==> config.mk <==
export PLATFORM = sky130hd
export DESIGN_NAME = lbk_rx_engine
export DESIGN_NICKNAME = d
export VERILOG_FILES = /design/src/rtl/lbk_pkg.sv /design/src/rtl/lbk_flow_sel.sv /design/src/rtl/lbk_fill_ctr.sv /design/src/rtl/lbk_rx_engine.sv
export SDC_FILE = /design/constraint.sdc
export NUM_CORES = 1
export LEC_CHECK = 0
export BUFFER_PORTS_ARGS = -buffer_cell sky130_fd_sc_hd__buf_2
export CAP_MARGIN = 20
export CORE_ASPECT_RATIO = 2
export CORE_MARGIN = 10
export CORE_UTILIZATION = 43
export DETAILED_ROUTE_END_ITERATION = 8
export GPL_ROUTABILITY_DRIVEN = 0
export PLACE_DENSITY = 0.88
export SYNTH_ARGS = -nofsm -noshare
export SYNTH_HDL_FRONTEND = slang
export SYNTH_SLANG_ARGS = --single-unit
==> constraint.sdc <==
create_clock -name clk -period 4.5 [get_ports clk]
set_clock_uncertainty 0.1 [all_clocks]
set_input_delay 0.45 -clock clk [delete_from_list [all_inputs] [get_ports clk]]
set_output_delay 0.45 -clock clk [all_outputs]
set_load 0.02 [all_outputs]
==> src/rtl/lbk_pkg.sv <==
package lbk_pkg;
  typedef enum logic [2:0] {
    ST_IDLE,
    ST_FETCH,
    ST_FILL,
    ST_HDR,
    ST_PUSH
  } rx_state_t;
endpackage

==> src/rtl/lbk_flow_sel.sv <==
module lbk_flow_sel #(
  parameter int NUM_FLOWS = 4,
  parameter int QNUM_W    = 4,
  parameter int FLOW_W    = 2
) (
  input  logic [NUM_FLOWS*QNUM_W-1:0] free_tbl,
  input  logic [NUM_FLOWS*QNUM_W-1:0] dest_tbl,
  input  logic [FLOW_W-1:0]           flow,
  output logic [QNUM_W-1:0]           free_q,
  output logic [QNUM_W-1:0]           dest_q
);
  logic [QNUM_W-1:0] free_arr [NUM_FLOWS];
  logic [QNUM_W-1:0] dest_arr [NUM_FLOWS];

  for (genvar g = 0; g < NUM_FLOWS; g++) begin : g_unpack
    assign free_arr[g] = free_tbl[g*QNUM_W +: QNUM_W];
    assign dest_arr[g] = dest_tbl[g*QNUM_W +: QNUM_W];
  end

  always_comb begin
    free_q = '0;
    dest_q = '0;
    for (int i = 0; i < NUM_FLOWS; i++) begin
      if (FLOW_W'(i) == flow) begin
        free_q = free_arr[i];
        dest_q = dest_arr[i];
      end
    end
  end
endmodule

==> src/rtl/lbk_fill_ctr.sv <==
module lbk_fill_ctr #(
  parameter int MAX_BEATS = 4,
  parameter int CNT_W     = $clog2(MAX_BEATS + 1)
) (
  input  logic             clk,
  input  logic             rst_n,
  input  logic             clear,
  input  logic             step,
  output logic [CNT_W-1:0] cnt,
  output logic             full,
  output logic             ovf
);
  assign full = (cnt == CNT_W'(MAX_BEATS));

  always_ff @(posedge clk) begin
    if (!rst_n) begin
      cnt <= '0;
      ovf <= 1'b0;
    end else if (clear) begin
      cnt <= '0;
      ovf <= 1'b0;
    end else if (step) begin
      if (full) ovf <= 1'b1;
      else      cnt <= cnt + 1'b1;
    end
  end

  // Stored beats never pass the buffer capacity
  assert_cnt_bound_R8: assert property (@(posedge clk) disable iff (!rst_n)
    cnt <= CNT_W'(MAX_BEATS));

  // Overflow is only raised by a beat that arrives with the buffer full
  assert_ovf_cause_R8: assert property (@(posedge clk) disable iff (!rst_n)
    (!ovf && !clear && step && !full) |=> !ovf);
endmodule

==> src/rtl/lbk_rx_engine.sv <==
module lbk_rx_engine
  import lbk_pkg::*;
#(
  parameter int DATA_W    = 32,
  parameter int ADDR_W    = 16,
  parameter int QNUM_W    = 4,
  parameter int FLOW_W    = 2,
  parameter int NUM_FLOWS = 4,
  parameter int BUF_BYTES = 16
) (
  input  logic                        clk,
  input  logic                        rst_n,
  input  logic [NUM_FLOWS*QNUM_W-1:0] cfg_free_q,
  input  logic [NUM_FLOWS*QNUM_W-1:0] cfg_dest_q,
  input  logic                        lb_valid,
  output logic                        lb_ready,
  input  logic [DATA_W-1:0]           lb_data,
  input  logic                        lb_last,
  input  logic [FLOW_W-1:0]           lb_flow,
  output logic                        pop_req,
  output logic [QNUM_W-1:0]           pop_qnum,
  input  logic                        pop_ack,
  input  logic [ADDR_W-1:0]           pop_addr,
  output logic                        mem_wvalid,
  input  logic                        mem_wready,
  output logic [ADDR_W-1:0]           mem_waddr,
  output logic [DATA_W-1:0]           mem_wdata,
  output logic                        push_valid,
  input  logic                        push_ready,
  output logic [QNUM_W-1:0]           push_qnum,
  output logic [ADDR_W-1:0]           push_addr
);
  localparam int BYTES     = DATA_W / 8;
  localparam int MAX_BEATS = BUF_BYTES / BYTES;
  localparam int CNT_W     = $clog2(MAX_BEATS + 1);
  localparam int LEN_W     = 16;

  rx_state_t         state;
  logic [FLOW_W-1:0] flow_q;
  logic [ADDR_W-1:0] desc_q;
  logic [QNUM_W-1:0] free_q, dest_q;
  logic [CNT_W-1:0]  cnt;
  logic              full, ovf, step;
  logic [LEN_W-1:0]  len;
  logic [DATA_W-1:0] hdr_word;

  lbk_flow_sel #(.NUM_FLOWS(NUM_FLOWS), .QNUM_W(QNUM_W), .FLOW_W(FLOW_W)) i_sel (
    .free_tbl (cfg_free_q),
    .dest_tbl (cfg_dest_q),
    .flow     (flow_q),
    .free_q   (free_q),
    .dest_q   (dest_q)
  );

  lbk_fill_ctr #(.MAX_BEATS(MAX_BEATS), .CNT_W(CNT_W)) i_ctr (
    .clk   (clk),
    .rst_n (rst_n),
    .clear (state == ST_IDLE),
    .step  (step),
    .cnt   (cnt),
    .full  (full),
    .ovf   (ovf)
  );

  assign lb_ready = (state == ST_FILL) && (full || mem_wready);
  assign step     = lb_valid && lb_ready;

  assign pop_req  = (state == ST_FETCH);
  assign pop_qnum = free_q;

  assign len      = LEN_W'(32'(cnt) * BYTES);
  assign hdr_word = {ovf, {(DATA_W-1-LEN_W){1'b0}}, len};

  assign mem_wvalid = (state == ST_HDR) || ((state == ST_FILL) && lb_valid && !full);
  assign mem_waddr  = (state == ST_HDR) ? desc_q
                                        : desc_q + ADDR_W'((32'(cnt) + 1) * BYTES);
  assign mem_wdata  = (state == ST_HDR) ? hdr_word : lb_data;

  assign push_valid = (state == ST_PUSH);
  assign push_qnum  = dest_q;
  assign push_addr  = desc_q;

  always_ff @(posedge clk) begin
    if (!rst_n) begin
      state  <= ST_IDLE;
      flow_q <= '0;
      desc_q <= '0;
    end else begin
      case (state)
        ST_IDLE: if (lb_valid) begin
          flow_q <= lb_flow;
          state  <= ST_FETCH;
        end
        ST_FETCH: if (pop_ack && (pop_addr != '0)) begin
          desc_q <= pop_addr;
          state  <= ST_FILL;
        end
        ST_FILL:  if (step && lb_last) state <= ST_HDR;
        ST_HDR:   if (mem_wready) state <= ST_PUSH;
        ST_PUSH:  if (push_ready) state <= ST_IDLE;
        default:  state <= ST_IDLE;
      endcase
    end
  end

  // Nothing moves on stream or memory while a descriptor is pending
  assert_fetch_quiet_R3: assert property (@(posedge clk) disable iff (!rst_n)
    pop_req |-> (!lb_ready && !mem_wvalid));

  // A null answer keeps the request up on the next cycle
  assert_null_retry_R3: assert property (@(posedge clk) disable iff (!rst_n)
    (pop_req && pop_ack && pop_addr == '0) |=> pop_req);

  // Stream beats are taken only in the fill phase
  assert_ready_phase_R5: assert property (@(posedge clk) disable iff (!rst_n)
    lb_ready |-> !pop_req && !push_valid);

  // Data writes stay inside the buffer after the header
  assert_buf_bound_R8: assert property (@(posedge clk) disable iff (!rst_n)
    (state == ST_FILL && mem_wvalid) |->
      ((mem_waddr - desc_q) >= ADDR_W'(BYTES) && (mem_waddr - desc_q) <= ADDR_W'(BUF_BYTES)));

  // Pop and push never overlap
  assert_pop_push_excl_R9: assert property (@(posedge clk) disable iff (!rst_n)
    !(pop_req && push_valid));

  // Pending push holds steady
  assert_push_hold_R10: assert property (@(posedge clk) disable iff (!rst_n)
    (push_valid && !push_ready) |=> (push_valid && $stable(push_addr) && $stable(push_qnum)));
endmodule

Word level (Yosys, flattened, before mapping)
Cells that the tools add are included.
Cells by class
  add/subtract/negate cells: 3
  eq/ne operators: 13
  mux-type cells: 16
  bitwise gates (word level): 2
  reduce and logical (&&, ||, !) cells: 18
Operator list (count)
  $mux W32: 1
  $mux W4: 8
  $add A16 B6 Y16: 1
  $mux W16: 1
  $reduce_bool A16 Y1: 1
  $mux W3: 5
  $pmux W3 S5: 1
  $reduce_and A2 Y1: 4
  $eq A3 B2 Y1 const B: 2
  $eq A3 B3 Y1 const B: 2
  $logic_and A1 B1 Y1: 6
  $ne A2 B1 Y1 const B: 3
  $reduce_and A5 Y1: 1
  $add A3 B1 Y4 const B: 1
  $eq A2 B2 Y1 const A: 2
  $ne A2 B2 Y1 const B: 2
  $add A3 B1 Y3 const B: 1
  $eq A3 B1 Y1 const B: 1
  $logic_not A3 Y1: 1
  $eq A1 B2 Y1 const A: 1
  $logic_not A2 Y1: 1
  $logic_or A1 B1 Y1: 2
  $not A1 Y1: 2
  $reduce_or A2 Y1: 1
  $logic_not A1 Y1: 1
Storage, ports and cells
  bits in registers: 25
  bits of input ports: 89
  output and inout bits: 76
  word-level logic and storage cells: 57

Logic depth before layout (Yosys ltp)
Gate-level depths: netlist of run 1.
  depth after elaboration: 7
  depth in mapped cells: 8
  gate-level depth less buffers: 8

Modules after synthesis
A second synthesis of run 1 with hierarchy kept.
Unflattened totals
  cell total of the unflattened synthesis: 240
  area total of the unflattened synthesis: 2023.2 um^2
Modules (own cells, without submodules)
  lbk_rx_engine: times used 1, cells each 208, area each 1612.8 um^2, sequential area each 420.4 um^2
  lbk_fill_ctr: times used 1, cells each 22, area each 214.0 um^2, sequential area each 80.1 um^2
  lbk_flow_sel: times used 1, cells each 10, area each 196.4 um^2, sequential area each 0.0 um^2

Least setup slack after synthesis of run 1
OpenSTA, ideal clock, no wires.
  kind: flip-flop to output port
  start point: reg i_ctr.cnt[0]
  end point: out mem_waddr[12]
  arrival: 2.065 ns
  slack: 1.885 ns
  stages on the path, launching flop included: 9
  buffers on the path: 0
  path through: dfxtp_1 inv_1 ha_1 inv_1 fa_1 nor2b_1 o21ai_1 a211oi_1 xor2_1
Between the ends
  longest elaborated chain between the ends: 3
Ends and longest elaborated chain
  start: declaration: RTL line lbk_fill_ctr.sv:9  | output logic [CNT_W-1:0] cnt,
  start signal: assignment: RTL line lbk_fill_ctr.sv:24  | else cnt <= cnt + 1'b1;
  $add A3 B1 Y4: RTL line lbk_rx_engine.sv:76  | : desc_q + ADDR_W'((32'(cnt) + 1) * BYTES);
  $add A16 B6 Y16: RTL line lbk_rx_engine.sv:76
  $mux W16: RTL line lbk_rx_engine.sv:75  | assign mem_waddr = (state == ST_HDR) ? desc_q
  end: declaration: RTL line lbk_rx_engine.sv:26  | output logic [ADDR_W-1:0] mem_waddr,
No other way between the ends.

Final worst setup path of run 1
  start point: reg i_ctr.cnt[0]
  end point: out mem_waddr[6]
Same word-level chain as after synthesis.

==> results.sh, run 1 <==
export IMPL_h_tree_depth=1
export IMPL_ios=165
export IMPL_synth_seq_cells=25
export IMPL_rows=36
export IMPL_cts_sinks=25
export IMPL_drt_iter0_markers=147
export IMPL_syn_nets=340
export IMPL_critPathBufInv=3
export IMPL_ys_warn_count=0
export IMPL_reg2reg_depth=4
export IMPL_crit_path_cell_trace="inv_1, ha_1, inv_1, fa_1, nor2b_1, o21ai_1, a21boi_0, xor2_1, buf_2"
export IMPL_run_status="finished, final reports clean"
export IMPL_synth_edff_count=0
export IMPL_max_slew_margin_pct=44.4
export IMPL_finalWirelength_um=8160
export IMPL_finalCritPeriodShare_pct=69.2
export IMPL_grt_ovfl_total=0
export IMPL_cts_hold_buf=0
export IMPL_initial_utilization_pct=44.0
export IMPL_avgSynthCellArea_um2=8.69
export IMPL_cp_depth=9
export IMPL_cts_resized=0
export IMPL_cts_tree="yes"
export IMPL_synthTopCellsByArea="dfxtp_1 (24%), and2_1 (8.9%), mux4_2 (8.5%), xor2_1 (5.8%), nand3_2 (4.7%)"
export IMPL_fin_area_mm2=0.00295
export IMPL_critPathSlowestCell="fa_1"
export IMPL_cp_end_kind="output port"
export IMPL_final_common_cell="buf_2"
export IMPL_holdPathStages=3
export IMPL_grt_pass1_vias=2607
export IMPL_netlist_area_mm2=0.00212
export IMPL_hold_class="in2reg"
export IMPL_power_density_mw_per_mm2=264
export IMPL_post_cts_setup_buffers=0
export IMPL_path_common_cell="inv_1"
export IMPL_most_common_layout_cells="buf_2 (164), and2_1 (30), dfxtp_1 (25), o21ai_1 (18)"
export IMPL_swShare_pct=42.0
export IMPL_async_flop_share_pct=0
export IMPL_hold_violations=0
export IMPL_first_pass_iters=4
export IMPL_r2r_start="state[1]"
export IMPL_yosysUniqueCellTypes=49
export IMPL_critPathArrivalTime_ps=2560
export IMPL_leakagePower_nw=1.45
export IMPL_postPlaceCellArea_mm2=0.00291
export IMPL_slew_viol_final=0
export IMPL_vdd_drop_max_v=0.000171
export IMPL_clk_latency_ps=280
export IMPL_drc=0
export IMPL_core_area_mm2=0.00482
export IMPL_cts_root_buf="clkbuf_8"
export IMPL_wl_per_cell_um=18.1
export IMPL_ys_flop_type="dfxtp_1"
export IMPL_period_minus_slack_ps=3110
export IMPL_synth_top_cell_area_share_pct=23.6
export IMPL_finalSetupViolations=0
export IMPL_post_place_ws_ps=1730
export IMPL_grt_max_degree=42
export IMPL_worstHoldStart="lb_flow[0]"
export IMPL_maxCapViolCount=0
export IMPL_required_ps=3950
export IMPL_cts_made_buffers=3
export IMPL_final_setup_worst_slack_ps=1390
export IMPL_worstMarginPinSlew_ps=828
export IMPL_p_sw_w=0.000327
export IMPL_grt_first_pass_wirelength_um=12800
export IMPL_ant_nets=0
export IMPL_dp_hpwl_um=6940
export IMPL_startpoint_type="flip-flop"
export IMPL_die_height_um=119
export IMPL_fin_util_pct=61.3
export IMPL_area_delta_synth_final_pct=39.4
export IMPL_fin_nets=491
export IMPL_fin_cells=451
export IMPL_critPathKind="reg2out"
export IMPL_startpoint="i_ctr.cnt[0]"
export IMPL_die_w_um=69.6
export IMPL_vias=2465
export IMPL_dp_cells=447
export IMPL_slowest_delay_ps=440
export IMPL_clkSlewWorstSetupHoldPaths_ps=100
export IMPL_n_antenna_cell=0
export IMPL_io_buffers=164
export IMPL_ys_seq_area_share_pct=23.6
export IMPL_intPower_w=0.000453
export IMPL_combPwrFrac_pct=46.9
export IMPL_antenna_found_initial=0
export IMPL_ctsLongestPathBuffers=2
export IMPL_fill_cells=444
export IMPL_p_clk_share_pct=18.1
export IMPL_dieArea_mm2=0.00831
export IMPL_syn_inst=244
export IMPL_seqPwrFrac_pct=35.0
export IMPL_rsz0062_at_grt="false"
export IMPL_path_max_fanout=5
export IMPL_fmax_ghz=0.321
export IMPL_drive_gt1_share_pct=51.3
export IMPL_avgViaCountPerCell=5.47
export IMPL_synth_area_leader_cell="dfxtp_1"
export IMPL_grt_usage_pct=18.1
export IMPL_crit_family="adder cells"
export IMPL_fin_setup_tns_ps=0
## stage by stage
step	power [W]	hold slack [ps]
global route	0.000819	323
finish	0.000780	307
detailed placement	0.000647	358
global placement	0.000638	355
floorplan	0.000512	333
CTS	0.000783	319
## final cells by class
class	count	area [um2]	share of cell area, %
inverter	10	37.5	1.27
tap	57	71.3	2.41
timing repair buffer	165	828	28.0
clock inverter	1	7.51	0.254
clock buffer	3	41.3	1.40
multi-input combinational	190	1470	49.7
sequential	25	500	16.9
## power groups by stage
stage / sequential [W] / clock [W] / combinational, W
CTS: 0.000273 / 0.000139 / 0.000371
global placement: 0.000277 / 0 / 0.000361
global route: 0.000278 / 0.000144 / 0.000397
floorplan: 0.000276 / 0 / 0.000237
finish: 0.000273 / 0.000141 / 0.000366
detailed placement: 0.000278 / 0 / 0.000369
## routing by layer
metal	track usage [%]	up-vias	part of all wire [%]
li1	-	1175	-
met1	18.4	1140	36
met2	33.9	135	54
met3	4.82	15	7.8
met4	6.95	0	1.9
met5	0	-	0
## worst min-delay path: cells and delay by family
| kind | cells | cell delay [ps] |
|---|---|---|
| buffers and inverters | 1 | 80 |
| AND/OR/NAND/NOR | 1 | 80 |
| multiplexers | 1 | 60 |
## synth_stat cells, types with 2 or more instances
cell type   n
a211oi_1    3
a21boi_0    2
a21oi_1    14
a21oi_2    10
and2_1     30
and3_1      2
buf_4       3
buf_6       2
clkbuf_1   12
dfxtp_1    25
ha_1        6
inv_1      10
mux2_1      3
mux2i_1     3
mux4_2      8
nand2_1     6
nand3_1     8
nand3_2    10
nand4_1     3
nor2_1     14
nor2b_1     2
nor3b_1     3
nor4b_1     2
o21a_1      2
o21ai_0     3
o21ai_1    18
o41ai_1     2
or4_1       2
or4_4       3
xor2_1     14
## cells by family after synthesis
logic type	synth area share, %
xor gates and xnor gates	6.20
muxes	11.5
adders and majority gates	4.49
and+or+nand+nor	28.7
buffers and inverters	7.14
DFF	23.6
AOI/OAI and AO/OA	18.4
## sequential cells by signal (all words and copies together) (netlist names)
name       count
state          3
i_ctr.cnt      3
push_addr     16
i_ctr.ovf      1
flow_q         2
## final timing paths
kind                   to  slack [ps]
min reg2reg     i_ctr.ovf         380
min             flow_q[0]         310
max reg2reg  i_ctr.cnt[1]        2600
max          mem_waddr[6]        1390
(Power assumes the default switching activity.)
==> run 2: changes to the inputs <==
--- a/config.mk
+++ b/config.mk
@@ -9,10 +9,10 @@
 export CAP_MARGIN = 20
 export CORE_ASPECT_RATIO = 2
 export CORE_MARGIN = 10
-export CORE_UTILIZATION = 43
+export CORE_UTILIZATION = 40
 export DETAILED_ROUTE_END_ITERATION = 8
 export GPL_ROUTABILITY_DRIVEN = 0
-export PLACE_DENSITY = 0.88
+export PLACE_DENSITY = 0.83
 export SYNTH_ARGS = -nofsm -noshare
 export SYNTH_HDL_FRONTEND = slang
 export SYNTH_SLANG_ARGS = --single-unit
==> constraint.sdc (replaced) <==
create_clock -name clk -period 3.2 [get_ports clk]
set_clock_uncertainty 0.1 [all_clocks]
set_input_delay 0.32 -clock clk [delete_from_list [all_inputs] [get_ports clk]]
set_output_delay 0.32 -clock clk [all_outputs]
set_load 0.02 [all_outputs]
==> run 2 against run 1 <==
Combinational power rose by 41%; final area increased by 0.21%; via count fell by 3.9%; sequential power increased by 41%; largest cell class unchanged; largest power group unchanged; highest routed layer unchanged.
==> results.sh, run 2 (synthesis gave the netlist of run 1 again) <==
export IMPL_run_status="finished, final reports clean"
export IMPL_area_delta_synth_final_pct=39.7
export IMPL_h_tree_depth=1
export IMPL_finalCritPeriodShare_pct=91.0
export IMPL_slowest_delay_ps=420
export IMPL_critPathKind="reg2out"
export IMPL_critPathBufInv=3
export IMPL_grt_usage_pct=18.1
export IMPL_vias=2370
export IMPL_startpoint="i_ctr.cnt[0]"
export IMPL_hold_class="in2reg"
export IMPL_first_pass_iters=4
export IMPL_post_cts_setup_buffers=0
export IMPL_fin_setup_tns_ps=0
export IMPL_post_place_ws_ps=582
export IMPL_fmax_ghz=0.344
export IMPL_initial_utilization_pct=41.2
export IMPL_cts_made_buffers=3
export IMPL_timing_rr_end="push_addr[2]"
export IMPL_cts_hold_buf=0
export IMPL_die_height_um=123
export IMPL_rows=37
export IMPL_io_buffers=164
export IMPL_holdPathStages=3
export IMPL_maxCapViolCount=0
export IMPL_max_slew_margin_pct=45.2
export IMPL_cts_sinks=25
export IMPL_path_max_fanout=5
export IMPL_reg2reg_depth=4
export IMPL_crit_path_cell_trace="inv_1, ha_1, inv_1, fa_1, nor2b_1, o21ai_1, a211oi_1, xor2_1, buf_2"
export IMPL_drt_iter0_markers=79
export IMPL_startpoint_type="flip-flop"
export IMPL_critPathArrivalTime_ps=2490
export IMPL_worstMarginPinSlew_ps=821
export IMPL_critPathSlowestCell="fa_1"
export IMPL_grt_pass1_vias=2570
export IMPL_cts_resized=0
export IMPL_final_common_cell="buf_2"
export IMPL_grt_first_pass_wirelength_um=13200
export IMPL_dp_hpwl_um=7250
export IMPL_power_density_mw_per_mm2=368
export IMPL_grt_ovfl_total=0
export IMPL_ctsLongestPathBuffers=2
export IMPL_required_ps=2780
export IMPL_cts_root_buf="clkbuf_8"
export IMPL_path_common_cell="inv_1"
export IMPL_largest_reg_flops=16
export IMPL_drive_gt1_share_pct=51.4
export IMPL_rrSetupSlack_ps=1290
export IMPL_r2r_start="state[0]"
export IMPL_antenna_found_initial=0
export IMPL_cp_depth=9
export IMPL_hold_violations=0
export IMPL_die_w_um=71.5
export IMPL_wl_per_cell_um=18.6
export IMPL_critPathCapture="mem_waddr[12]"
export IMPL_finalWirelength_um=8430
export IMPL_cp_end_kind="output port"
export IMPL_period_minus_slack_ps=2910
export IMPL_ant_nets=0
export IMPL_p_total_w=0.00109
export IMPL_dieArea_mm2=0.00879
export IMPL_most_common_layout_cells="buf_2 (164), and2_1 (30), dfxtp_1 (25), o21ai_1 (18)"
export IMPL_rsz0062_at_grt="false"
export IMPL_fin_util_pct=57.6
export IMPL_clk_latency_ps=270
export IMPL_drc=0
export IMPL_fin_nets=492
export IMPL_avgViaCountPerCell=5.23
export IMPL_cts_tree="yes"
export IMPL_final_setup_worst_slack_ps=290
export IMPL_slew_viol_final=0
export IMPL_core_area_mm2=0.00514
export IMPL_grt_max_degree=42
export IMPL_vdd_drop_max_v=0.000280
export IMPL_finalSetupViolations=0
export IMPL_leakagePower_nw=1.46
export IMPL_crit_family="adder cells"
export IMPL_n_antenna_cell=0
export IMPL_holdWs_ps=190
export IMPL_ios=165
export IMPL_clkSlewWorstSetupHoldPaths_ps=90
==> run 2: changes by cell type in the layout (fill, tap and decap cells not counted) <==
cell        change
clkinv_2        +1
clkinvlp_4      -1
buf_4           +1
==> run 2: metrics by stage <==
step,cell area (um2),std cells
global placement,2910,449
CTS,2960,453
finish,2960,453
floorplan,2120,244
global route,2960,453
detailed placement,2910,449
==> run 2: where the power goes <==
part | switching (W) | internal (W) | total (W)
registers | 0.0000465 | 0.000338 | 0.000384
clock network | 0.000101 | 0.0000871 | 0.000188
logic | 0.000307 | 0.000210 | 0.000517
==> run 2: final cells by class <==
| cell class | count | area (um2) |
|---|---|---|
| Timing Repair Buffer | 166 | 836 |
| Clock buffer | 3 | 41.3 |
| Clock inverter | 1 | 5.00 |
| Tap cell | 58 | 72.6 |
| Fill cell | 509 | 2180 |
| Inverter | 10 | 37.5 |
| Sequential cell | 25 | 500 |
| Multi-Input combinational cell | 190 | 1470 |
==> run 2: worst register-to-register path: cells and delay by family, from the launching register on <==
family | cells | cell delay [ps]
flops | 1 | 480
simple gates | 3 | 1090
compound gates | 1 | 160
==> run 2: worst min-delay path by stage <==
stage                          to  slack (ps)          from
finish              push_addr[15]         190  pop_addr[15]
global route         push_addr[6]         190   pop_addr[6]
CTS                  push_addr[6]         190   pop_addr[6]
detailed placement      i_ctr.ovf         390     i_ctr.ovf
global placement        i_ctr.ovf         370     i_ctr.ovf
floorplan               i_ctr.ovf         330     i_ctr.ovf
==> run 2: per-layer routing <==
| layer | track usage (%) | vias to the layer above | share of wire (%) |
|---|---|---|---|
| met5 | 0 | - | 0 |
| met4 | 6.93 | 0 | 2.7 |
| met3 | 5.29 | 20 | 7.5 |
| met2 | 34.7 | 109 | 56 |
| met1 | 17.2 | 1068 | 34 |
| li1 | - | 1173 | - |
